$ cat config.mk
export PLATFORM = sky130hd
export DESIGN_NAME = gpio_port_mux
export DESIGN_NICKNAME = d
export VERILOG_FILES = /design/src/rtl/gpio_port_pkg.sv /design/src/rtl/gpio_port_sync.sv /design/src/rtl/gpio_port_regs.sv /design/src/rtl/gpio_port_pin.sv /design/src/rtl/gpio_port_mux.sv
export SDC_FILE = /design/constraint.sdc
export NUM_CORES = 1
export LEC_CHECK = 0
export BUFFER_PORTS_ARGS = -buffer_cell sky130_fd_sc_hd__buf_2
export CAP_MARGIN = 20
export CORE_ASPECT_RATIO = 0.9
export CORE_MARGIN = 5
export CORE_UTILIZATION = 35
export CTS_CLUSTER_DIAMETER = 200
export CTS_CLUSTER_SIZE = 10
export DETAILED_ROUTE_END_ITERATION = 6
export PLACE_DENSITY = 0.69
export SETUP_SLACK_MARGIN = 0.1
export SYNTH_ARGS = -nofsm -noshare
export SYNTH_HDL_FRONTEND = slang
export SYNTH_SLANG_ARGS = --single-unit
export TNS_END_PERCENT = 10
$ cat constraint.sdc
create_clock -name clk -period 1.1 [get_ports clk]
set_clock_uncertainty 0.05 [all_clocks]
set_input_delay 0.11 -clock clk [delete_from_list [all_inputs] [get_ports clk]]
set_output_delay 0.11 -clock clk [all_outputs]
set_load 0.02 [all_outputs]
$ cat src/rtl/gpio_port_pkg.sv
package gpio_port_pkg;

  // which register an access selects
  typedef enum logic [1:0] {
    RSEL_NONE = 2'd0,
    RSEL_DIR  = 2'd1,
    RSEL_DAT  = 2'd2
  } rsel_e;

endpackage

$ cat src/rtl/gpio_port_sync.sv
module gpio_port_sync #(
  parameter int W      = 8,
  parameter int STAGES = 2
) (
  input  logic         clk,
  input  logic         rst_n,
  input  logic [W-1:0] async_in,
  output logic [W-1:0] sync_out
);

  logic [W-1:0] stg_q [STAGES];

  always_ff @(posedge clk) begin
    if (!rst_n) begin
      for (int s = 0; s < STAGES; s++) stg_q[s] <= '0;
    end else begin
      stg_q[0] <= async_in;
      for (int s = 1; s < STAGES; s++) stg_q[s] <= stg_q[s-1];
    end
  end

  assign sync_out = stg_q[STAGES-1];

endmodule

$ cat src/rtl/gpio_port_regs.sv
module gpio_port_regs
  import gpio_port_pkg::*;
#(
  parameter int          W         = 8,
  parameter int          ADDR_W    = 8,
  parameter logic [ADDR_W-1:0] DIR_ADDR = 'h05,
  parameter logic [ADDR_W-1:0] DAT_ADDR = 'h01
) (
  input  logic              clk,
  input  logic              rst_n,
  input  logic [ADDR_W-1:0] addr,
  input  logic              wr,
  input  logic [W-1:0]      wdata,
  output rsel_e             acc_sel,
  output logic [W-1:0]      dir_q,
  output logic [W-1:0]      dat_q
);

  function automatic rsel_e decode(input logic [ADDR_W-1:0] a);
    if (a == DIR_ADDR)      return RSEL_DIR;
    else if (a == DAT_ADDR) return RSEL_DAT;
    else                    return RSEL_NONE;
  endfunction

  logic dir_we, dat_we;

  assign acc_sel = decode(addr);
  assign dir_we  = wr && (acc_sel == RSEL_DIR);
  assign dat_we  = wr && (acc_sel == RSEL_DAT);

  always_ff @(posedge clk) begin
    if (!rst_n) begin
      dir_q <= '0;
      dat_q <= '0;
    end else begin
      if (dir_we) dir_q <= wdata;
      if (dat_we) dat_q <= wdata;
    end
  end

  AST_DIR_HOLD: assert property (@(posedge clk) disable iff (!rst_n)
    !(wr && addr == DIR_ADDR) |=> $stable(dir_q));
  AST_DAT_HOLD: assert property (@(posedge clk) disable iff (!rst_n)
    !(wr && addr == DAT_ADDR) |=> $stable(dat_q));
  AST_DIR_LOAD: assert property (@(posedge clk) disable iff (!rst_n)
    (wr && addr == DIR_ADDR) |=> dir_q == $past(wdata));

endmodule

$ cat src/rtl/gpio_port_pin.sv
module gpio_port_pin #(
  parameter bit HAS_SER = 1'b0,
  parameter bit HAS_ADC = 1'b0
) (
  input  logic dir_bit,
  input  logic dat_bit,
  input  logic ser_en,
  input  logic ser_txd,
  input  logic adc_hit,
  output logic pad_out,
  output logic pad_oe
);

  logic ser_own, adc_own;

  assign ser_own = HAS_SER ? ser_en  : 1'b0;
  assign adc_own = HAS_ADC ? adc_hit : 1'b0;

  // converter claim first, then serial, then port logic
  always_comb begin
    pad_out = dat_bit;
    pad_oe  = dir_bit;
    if (ser_own) begin
      pad_out = ser_txd;
      pad_oe  = 1'b1;
    end
    if (adc_own) pad_oe = 1'b0;
  end

endmodule

$ cat src/rtl/gpio_port_mux.sv
module gpio_port_mux
  import gpio_port_pkg::*;
#(
  parameter int W           = 8,
  parameter int ADDR_W      = 8,
  parameter int ADC_PINS    = 4,
  parameter int SYNC_STAGES = 2,
  parameter int SER_PIN     = 0,
  parameter logic [ADDR_W-1:0] DIR_ADDR = 'h05,
  parameter logic [ADDR_W-1:0] DAT_ADDR = 'h01,
  localparam int ADC_CH_W   = (ADC_PINS > 1) ? $clog2(ADC_PINS) : 1
) (
  input  logic                clk,
  input  logic                rst_n,
  input  logic [ADDR_W-1:0]   bus_addr,
  input  logic                bus_wr,
  input  logic                bus_rd,
  input  logic [W-1:0]        bus_wdata,
  output logic [W-1:0]        bus_rdata,
  input  logic [W-1:0]        pin_in,
  output logic [W-1:0]        pin_out,
  output logic [W-1:0]        pin_oe,
  input  logic                ser_en,
  input  logic                ser_txd,
  input  logic                adc_sel_vld,
  input  logic [ADC_CH_W-1:0] adc_sel_ch
);

  function automatic logic [W-1:0] adc_mask(input logic vld,
                                            input logic [ADC_CH_W-1:0] ch);
    logic [W-1:0] m;
    m = '0;
    for (int i = 0; i < ADC_PINS && i < W; i++)
      if (vld && ch == ADC_CH_W'(i)) m[i] = 1'b1;
    return m;
  endfunction

  function automatic logic [W-1:0] merge_rd(input logic [W-1:0] dir,
                                            input logic [W-1:0] lat,
                                            input logic [W-1:0] lvl);
    return (dir & lat) | (~dir & lvl);
  endfunction

  rsel_e        acc_sel;
  logic [W-1:0] dir_q, dat_q, pin_sync, adc_hit;

  gpio_port_regs #(
    .W(W), .ADDR_W(ADDR_W), .DIR_ADDR(DIR_ADDR), .DAT_ADDR(DAT_ADDR)
  ) u_regs (
    .clk(clk), .rst_n(rst_n), .addr(bus_addr), .wr(bus_wr),
    .wdata(bus_wdata), .acc_sel(acc_sel), .dir_q(dir_q), .dat_q(dat_q)
  );

  gpio_port_sync #(.W(W), .STAGES(SYNC_STAGES)) u_sync (
    .clk(clk), .rst_n(rst_n), .async_in(pin_in), .sync_out(pin_sync)
  );

  assign adc_hit = adc_mask(adc_sel_vld, adc_sel_ch);

  for (genvar p = 0; p < W; p++) begin : g_pin
    gpio_port_pin #(
      .HAS_SER(p == SER_PIN),
      .HAS_ADC(p < ADC_PINS)
    ) u_pin (
      .dir_bit(dir_q[p]), .dat_bit(dat_q[p]),
      .ser_en(ser_en), .ser_txd(ser_txd), .adc_hit(adc_hit[p]),
      .pad_out(pin_out[p]), .pad_oe(pin_oe[p])
    );
  end

  always_ff @(posedge clk) begin
    if (!rst_n) begin
      bus_rdata <= '0;
    end else if (bus_rd) begin
      case (acc_sel)
        RSEL_DIR: bus_rdata <= dir_q;
        RSEL_DAT: bus_rdata <= merge_rd(dir_q, dat_q, pin_sync);
        default:  bus_rdata <= '0;
      endcase
    end else begin
      bus_rdata <= '0;
    end
  end

  AST_ADC_FORCES_IN: assert property (@(posedge clk) disable iff (!rst_n)
    adc_sel_vld |-> !pin_oe[adc_sel_ch]);
  AST_SER_OWNS_PIN: assert property (@(posedge clk) disable iff (!rst_n)
    (ser_en && !(adc_sel_vld && adc_sel_ch == '0)) |->
      (pin_oe[SER_PIN] && pin_out[SER_PIN] == ser_txd));
  AST_ADC_OVER_SER: assert property (@(posedge clk) disable iff (!rst_n)
    (ser_en && adc_sel_vld && adc_sel_ch == '0) |-> !pin_oe[0]);
  AST_HIGH_PINS_FREE: assert property (@(posedge clk) disable iff (!rst_n)
    pin_oe[W-1:ADC_PINS] == dir_q[W-1:ADC_PINS]);
  AST_UNMAPPED_RD_ZERO: assert property (@(posedge clk) disable iff (!rst_n)
    (bus_rd && bus_addr != DIR_ADDR && bus_addr != DAT_ADDR) |=> bus_rdata == '0);
  AST_IDLE_RD_ZERO: assert property (@(posedge clk) disable iff (!rst_n)
    !bus_rd |=> bus_rdata == '0);

endmodule

Word-level counts from Yosys, hierarchy flattened
Memory sizes are Yosys's and may differ from the RTL's. Index checks and enable logic that the tools add are counted.

Memories kept: 1. Logic and storage cells: 42. Register bits: 24. Output and inout bits: 24. RAM bits: 16.

Eq/ne operators: 7. Muxes and demuxes: 17. Bitwise operators: 6. Reductions and logical operators: 8.

Memories: u_sync.stg_q (depth 2, width 8, rd ports 2, clocked after memory_dff 0, wr ports 2, RTL line gpio_port_sync.sv:11) `logic [W-1:0] stg_q [STAGES];`.

Operators by type and width (number): AND 8 bit (2); two-way mux 8 bit (2); one-hot mux 8 bit (2 select lines) (1); two-way mux 1 bit (12); == test 8 x 1 -> 1 bit, second input constant (1); == test 8 x 3 -> 1 bit, second input constant (1); NOT 8 bit (1); OR 8 bit (1); == test 2 bit, second input constant (3); logical AND 1 bit (6); == test 2 x 1 -> 1 bit, second input constant (2); two-way mux 2 bit (2); zero test 2 bit (1); OR 1 bit (2); AND reduction 2 bit (1).

Depth between registers and ports, before layout
Gate-level depths: netlist of the first run.

Word-level depth: 5. Mapped depth: 4. Mapped depth without buffers: 3.

By module
From an unflattened synthesis of the first run, not the netlist that was laid out.

Cell total of the unflattened synthesis: 179. Area, all modules: 1755.4 µm².

Modules (own cells, without submodules): gpio_port_regs (cells an instance 66, seq. area each 320.3 µm², area each 668.1 µm², times used 1); gpio_port_sync (cells an instance 41, seq. area each 320.3 µm², area each 506.7 µm², times used 1); gpio_port_mux (cells an instance 56, seq. area each 160.2 µm², area each 431.7 µm², times used 1); gpio_port_pin at g_pin[1].u_pin ... (cells an instance 2, seq. area each 0.0 µm², area each 21.3 µm², times used 3); gpio_port_pin at g_pin[4].u_pin ... (cells an instance 2, seq. area each 0.0 µm², area each 15.0 µm², times used 4); gpio_port_pin at g_pin[0].u_pin (cells an instance 2, seq. area each 0.0 µm², area each 25.0 µm², times used 1).

Worst setup path after synthesis of the first run
OpenSTA, ideal clock, no wires.

Kind: input to register. Start: input bus_addr[6]. End: register u_regs.dat_q[0]. Setup time: 127 ps. Path slack: 2 ps. Arrival: 920 ps. Cell stages on the path: 3. Cell sequence: nor4b_4 nand4_2 mux2i_1.

Cells in the longest elaborated chain, start to end: 5. Elaborated cells between the ends (all ways): 6. Those cells by class: eq/ne: 3; mux: 2; reduce/logical: 1.

RTL lines: start, declared (RTL line gpio_port_mux.sv:15) `input logic [ADDR_W-1:0] bus_addr,`; == test 8 x 1 -> 1 bit (RTL line gpio_port_regs.sv:21) `else if (a == DAT_ADDR) return RSEL_DAT;`; two-way mux 2 bit (RTL line gpio_port_regs.sv:21); two-way mux 2 bit * (RTL line gpio_port_regs.sv:20) `if (a == DIR_ADDR) return RSEL_DIR;`; == test 2 bit * (RTL line gpio_port_regs.sv:29) `assign dat_we = wr && (acc_sel == RSEL_DAT);`; logical AND 1 bit * (RTL line gpio_port_regs.sv:29); end signal, assigned (RTL line gpio_port_regs.sv:37) `if (dat_we) dat_q <= wdata;`; end, declared (RTL line gpio_port_regs.sv:16) `output logic [W-1:0] dat_q`.

Mark *: on every way between the ends. The rest lies on a longest branch, timed or not. A chain may end at the register's enable or synchronous reset.

Worst setup path in the final report of the first run
Start: register u_regs.dat_q[0]. End: output pin_out[0].

Cells in the longest elaborated chain, start to end: 1.

RTL lines: two-way mux 1 bit (RTL line gpio_port_pin.sv:23) `if (ser_own) begin`; end, declared (RTL line gpio_port_mux.sv:21) `output logic [W-1:0] pin_out,`.

No other way between the ends.

==> results of run 1 <==
==> cell families after synthesis <==
logic type      count (synthesis)
simple gates                   54
flops                          40
buf+inv                        26
compound gates                 20
mux                            17
==> state kept, by name, summed over array words and instances, names as in the netlist <==
| name | flops |
|---|---|
| u_regs.dir_q | 8 |
| u_regs.dat_q | 8 |
| bus_rdata | 8 |
| u_sync.stg_q | 16 |
==> layer usage <==
metal,vias up,part of all wire,routed length (um),track usage
met2,39,0.44,1550,0.196
met3,4,0.077,268,0.0593
li1,638,-,-,-
met1,535,0.47,1640,0.166
met4,0,0.011,37,0.0563
met5,-,0,0,0
==> where the power goes <==
part	internal [uW]	switching, uW
combinational	112	102
clock	511	476
sequential	1470	7.68
total	2100	586
==> final timing paths <==
path                                             to  slack [ns]  cells after the start
worst max register to register         bus_rdata[2]        0.24                      3
worst max-delay path                     pin_out[0]       -0.06                      2
worst min register to register  u_sync.stg_q[0][13]        0.38                      1
worst min-delay path                u_regs.dat_q[7]        0.03                      3
==> layout make-up <==
| type | instances | area (um2) |
|---|---|---|
| repair buffers | 78 | 524 |
| fillers | 428 | 2230 |
| well taps | 62 | 77.6 |
| multi-input cells | 91 | 616 |
| flip-flops and latches | 40 | 818 |
| inverters | 5 | 18.8 |
| clock buffers | 8 | 90.1 |
==> repair_timing <==
action / CTS / global route
buffers inserted: 2 / 0
setup endpoints to repair: 12 / 15
hold buffers: 8 / 0
endpoints found under the hold margin: 8 / 0
resized for setup: 24 / 17
pin swaps: 0 / 2
==> per-stage QoR <==
step	cell area, um2	std cells
after floorplan	1550	157
after global placement	1860	266
after detailed placement	1860	266
after CTS	2090	284
after global routing	2140	284
final	2140	284
==> placed cells by master, fill, tap and decap left out, types with 2 or more instances in the layout <==
master,count
a211oi_1,6
a21oi_1,8
a31oi_1,2
and2_1,16
buf_2,40
buf_4,25
buf_6,5
clkbuf_1,2
clkbuf_8,6
dfxtp_1,26
dfxtp_2,14
dlygate4sd3_1,8
inv_1,2
inv_2,2
mux2i_1,15
nand2_1,24
nand3_1,2
nand4_4,2
nor2_1,7
==> worst min-delay path, cell delays in order <==
cell     delay, ns
buf_2         0.10
nand2_1       0.07
mux2i_1       0.06
==> impl_results.md, run 1 <==
- GRT overflow: 0
- DRC viols: 0
- Die X: 80.1 um
- Vias/cell: 4.28
- DRT Wirelength: 3500 um
- Synth area leaders: dfxtp_1 52%, mux2i_1 10%, buf_4 7.8%
- CTS tree: done
- Run status: finished, violations left
- Syn Nets: 190
- Final ANT Viol Nets: 0
- Crit-path cells: mux2_2, buf_6
- Max clock buf depth: 2
- CP Capture Type: output pin
- Initial DRC Count: 65
- Largest area contributor in the netlist: dfxtp_1
- Critical path's top delay family: flip-flops
- Clock-pin slew on the worst setup and hold paths: 0.07 ns
- Lkg Pwr: 0.00104 uW
- Worst slew margin: 0.754
- Synth Flop Type: dfxtp_1
- Critical path's slowest cell: dfxtp_2
- Antenna violations before repair: 0
- Antenna diodes: 0
- All-Layer GR Usage: 0.132
- Post-synthesis cell type count: 22
- P per Cell Area: 1250 mW/mm2
- EDFF count, synth: 0
- Post-synthesis mux area share: 0.111
- Final Max Tran Viols: 0
- Final hold vios: 0
- Endpoints failing setup: 3
- Routed WL per cell: 12.3 um
- FP Rows: 23
- Simple-Gate Fraction of Synth Area: 0.187
- Setup TNS: -0.100 ns
- RSZ-0062 raised after global routing: yes
- Worst min path class: in -> reg
- Hpwl dp: 2520 um
- Setup Crit Path Kind: reg -> out
- Sequential area share after synthesis: 0.517
- Setup ws final: -0.0588 ns
- Hold Slack: 0.0336 ns
- Synth top area share: 0.517
- Flops & latches, synth: 40
- Routability cong.: 0.767
- Finished Core Util: 0.490
- CP bufs+invs: 1
- Fmax: 0.863 GHz
- IO Count: 57
- Area share of fa/ha/maj cells after synthesis: 0
- Layout cells sized above 1: 0.441
- Syn avg cell area: 9.87 um2
- CP max FO: 2
- Worst r2r src: u_regs.dir_q[2]
- CORE AREA: 0.00437 mm2
- Post-Syn Area: 0.00155 mm2
- DR vias: 1216
- Skew-Pair Late Insertion Delay: 0.29 ns
- Failing checks: negative setup slack
- CP Launch Type: flip-flop
- Number of nets in the layout: 254
- Slowest stage delay, CP: 0.32 ns
- Detailed Routing Iterations Pass 1: 4
- Yosys warns: 0
- Initial core utilization: 0.354
- Maximum vdd ir drop: 0.556 mV
- Cells after Synth: 157
- CTS sink cnt: 40
- Pre-CTS setup slack: -0.147 ns
- XOR/XNOR share of the synthesized area: 0
- Period minus WS final: 1.16 ns
- Compound-Gate Fraction of Synth Area: 0.0832
- Cts bufs inserted: 5
- First-pass GRT wire length: 5820 um
- Post-synth top cells: 40 x dfxtp_1, 24 x nand2_1, 16 x and2_1, 16 x buf_4, 16 x mux2i_1
- Die footprint: 0.00586 mm2
- Vias in the first global route: 1204
- Ys async rst share: 0
- Worst Path Arrival: 1.00 ns
- Largest family of logic cells by synthesized area: simple AND/OR/NAND/NOR gates
- Crit share post-route: 1.05
- Pin count of the biggest net entering global routing: 41
- Clock Tree Root: clkbuf_8
- Hold Crit Start: bus_wdata[7]
- H-tree Lvls: 2
- Number of buffers added on ports: 56
- Top-count cell post-synth: dfxtp_1
- Least-Margin Pin Slew: 0.369 ns
- Die H: 73.1 um
- Required @ worst endpoint: 0.94 ns
- Total power: 2680 uW
- Crit. Startpoint: u_regs.dat_q[0]
- Max_cap viols: 0
- Layout area overhead: 38.4%
(Power assumes the default switching activity.)
==> run 2, diff against run 1 <==
--- a/config.mk
+++ b/config.mk
@@ -9,11 +9,11 @@
 export CAP_MARGIN = 20
 export CORE_ASPECT_RATIO = 0.9
 export CORE_MARGIN = 5
-export CORE_UTILIZATION = 35
+export CORE_UTILIZATION = 43
 export CTS_CLUSTER_DIAMETER = 200
 export CTS_CLUSTER_SIZE = 10
 export DETAILED_ROUTE_END_ITERATION = 6
-export PLACE_DENSITY = 0.69
+export PLACE_DENSITY = 0.81
 export SETUP_SLACK_MARGIN = 0.1
 export SYNTH_ARGS = -nofsm -noshare
 export SYNTH_HDL_FRONTEND = slang
==> run 2 against run 1 <==
The run still ends with negative setup slack left. Non-clock buffer count is 4 lower. Critical path type unchanged. Cell count is 7.7% lower. Global-route usage is 2.3 points higher. Die area is 16% lower. Combinational power is 2% lower.
==> impl_results.md, run 2 (same netlist as run 1, synthesis figures left out) <==
- H-tree Lvls: 2 (unchanged)
- DRT Wirelength: 3630 um (+3.8%)
- Slowest stage delay, CP: 0.33 ns (about the same)
- Final Max Tran Viols: 0 (unchanged)
- Least-Margin Pin Slew: 0.341 ns (-0.0279 ns)
- Worst r2r src: u_regs.dir_q[1]
- Initial DRC Count: 64 (-1.5%)
- Commonest non-fill, non-tap cells in the layout: 40 x buf_2, 27 x dfxtp_1, 24 x nand2_1
- CP max FO: 3 (+1)
- CP bufs+invs: 1 (unchanged)
- Initial core utilization: 0.452 (+0.0977)
- Die footprint: 0.00490 mm2 (-16%)
- Max_cap viols: 0 (unchanged)
- Skew-Pair Late Insertion Delay: 0.29 ns (about the same)
- Top reg by flops: u_sync.stg_q
- Crit. Startpoint: u_regs.dat_q[0]
- Setup TNS: -0.144 ns (-0.0439 ns)
- Worst min path class: in -> reg
- CP Launch Type: flip-flop
- Maximum vdd ir drop: 0.704 mV (+27%)
- Clock-pin slew on the worst setup and hold paths: 0.07 ns (about the same)
- Max clock buf depth: 2 (unchanged)
- Setup Crit Path Kind: reg -> out
- IO Count: 57 (unchanged)
- DRC viols: 0 (unchanged)
- Run status: finished, violations left
- Period minus WS final: 1.17 ns (+0.0146 ns)
- Worst Path Arrival: 1.01 ns (about the same)
- Pin count of the biggest net entering global routing: 41 (unchanged)
- Pre-CTS setup slack: -0.185 ns (-0.0378 ns)
- Vias/cell: 4.75 (+11%)
- Crit-path cells: mux2_2, buf_6
- Layout cells sized above 1: 0.445 (+0.00351)
- Final hold vios: 0 (unchanged)
- Clock Tree Root: clkbuf_8
- CTS sink cnt: 40 (unchanged)
- GRT overflow: 0 (unchanged)
- Crit share post-route: 1.07 (+0.0133)
- Lkg Pwr: 0.00104 uW (about the same)
- Antenna diodes: 0 (unchanged)
- All-Layer GR Usage: 0.155 (+0.0230)
- CTS tree: done
- CORE AREA: 0.00343 mm2 (-22%)
- Fmax: 0.852 GHz (-1.2%)
- CP Capture Type: output pin
- Setup ws final: -0.0734 ns (-0.0146 ns)
- Post-DP Area: 0.00182 mm2 (-2.0%)
- Commonest non-fill, non-tap cell in the layout: buf_2
- Required @ worst endpoint: 0.94 ns (about the same)
- Vias in the first global route: 1302 (+8.1%)
- FP Rows: 20 (-13%)
- RSZ-0062 raised after global routing: yes
- Number of nets in the layout: 250 (-1.6%)
- Critical path's top delay family: flip-flops
- Worst slew margin: 0.772 (+0.0176)
- Cell area after layout: 0.00210 mm2 (-2.0%)
- First-pass GRT wire length: 5800 um (-0.46%)
- Cts bufs inserted: 5 (unchanged)
- Number of buffers added on ports: 56 (unchanged)
- Routed WL per cell: 13.9 um (+12%)
- Largest register FFs: 16 (unchanged)
- Antenna violations before repair: 0 (unchanged)
- Hold Crit Start: bus_wdata[5]
- DR vias: 1245 (+2.4%)
- Post-CTS setup buffers: 0 (-2)
- Routability cong.: 0.756 (-1.4%)
- Detailed Routing Iterations Pass 1: 4 (unchanged)
- Die X: 73.3 um (-8.6%)
- Failing checks: negative setup slack
- Final ANT Viol Nets: 0 (unchanged)
- Die H: 66.9 um (-8.4%)
- Critical path's slowest cell: dfxtp_2
- Total power: 2690 uW (+0.22%)
- Layout area overhead: 35.6%
- P per Cell Area: 1280 mW/mm2 (+2.3%)
- Endpoints failing setup: 3 (unchanged)
- Hpwl dp: 2420 um (-3.9%)
## run 2: cell types whose count changed in the layout (fill, tap and decap cells not counted), moves of 2 or more
cell and delta:
buf_4 -5, a211oi_1 -2, a211oi_2 +2, dfxtp_2 -2, nand4_2 +2, nand4_4 -2
## run 2: path summary, 6_finish.rpt
kind / endpoint / slack [ns] / cells after the start
hold reg to reg: u_sync.stg_q[0][11] / 0.38 / 1
setup / recovery: pin_out[0] / -0.07 / 2
setup reg to reg: bus_rdata[1] / 0.27 / 2
hold / removal: u_regs.dat_q[5] / 0.03 / 3
## run 2: per-stage QoR
stage / instances / hold slack, ns / util
6_report: 262 / 0.0309 / 0.613
5_1_grt: 262 / 0.0504 / 0.613
4_1_cts: 262 / 0.0336 / 0.597
3_5_place_dp: 246 / 0.269 / 0.531
3_3_place_gp: 246 / 0.265 / 0.531
2_1_floorplan: 157 / 0.187 / -
## run 2: tightest hold or removal path, stage by stage
cell	delay, ns
buf_2	0.09
nand2_1	0.06
mux2i_1	0.06
## run 2: layer usage
metal	part of all wire	global-route usage	vias to the layer above
met4	0.019	0.0622	0
met2	0.49	0.252	45
li1	-	-	629
met3	0.079	0.0543	8
met1	0.41	0.185	563
met5	0	0	-
## run 2: area by class of cell
cell class / count / area [um2]
Tap cell: 44 / 55.1
Inverter: 5 / 18.8
Clock buffer: 7 / 86.3
Multi-Input combinational cell: 91 / 616
Timing Repair Buffer: 74 / 498
Sequential cell: 40 / 820
Clock inverter: 1 / 7.51
Fill cell: 279 / 1330
## run 2: what timing repair did
action | 4_1_cts | 5_1_grt
gates resized for setup | 23 | 19
pin swaps | 2 | 3
hold buffers | 8 | 0
endpoints found under the hold margin | 8 | 0
setup endpoints to repair | 13 | 21
## run 2: where the power goes
group | internal [uW] | total, uW | switching, uW
sequential | 1470 | 1480 | 8.21
clock | 509 | 999 | 490
combinational | 112 | 210 | 97.9
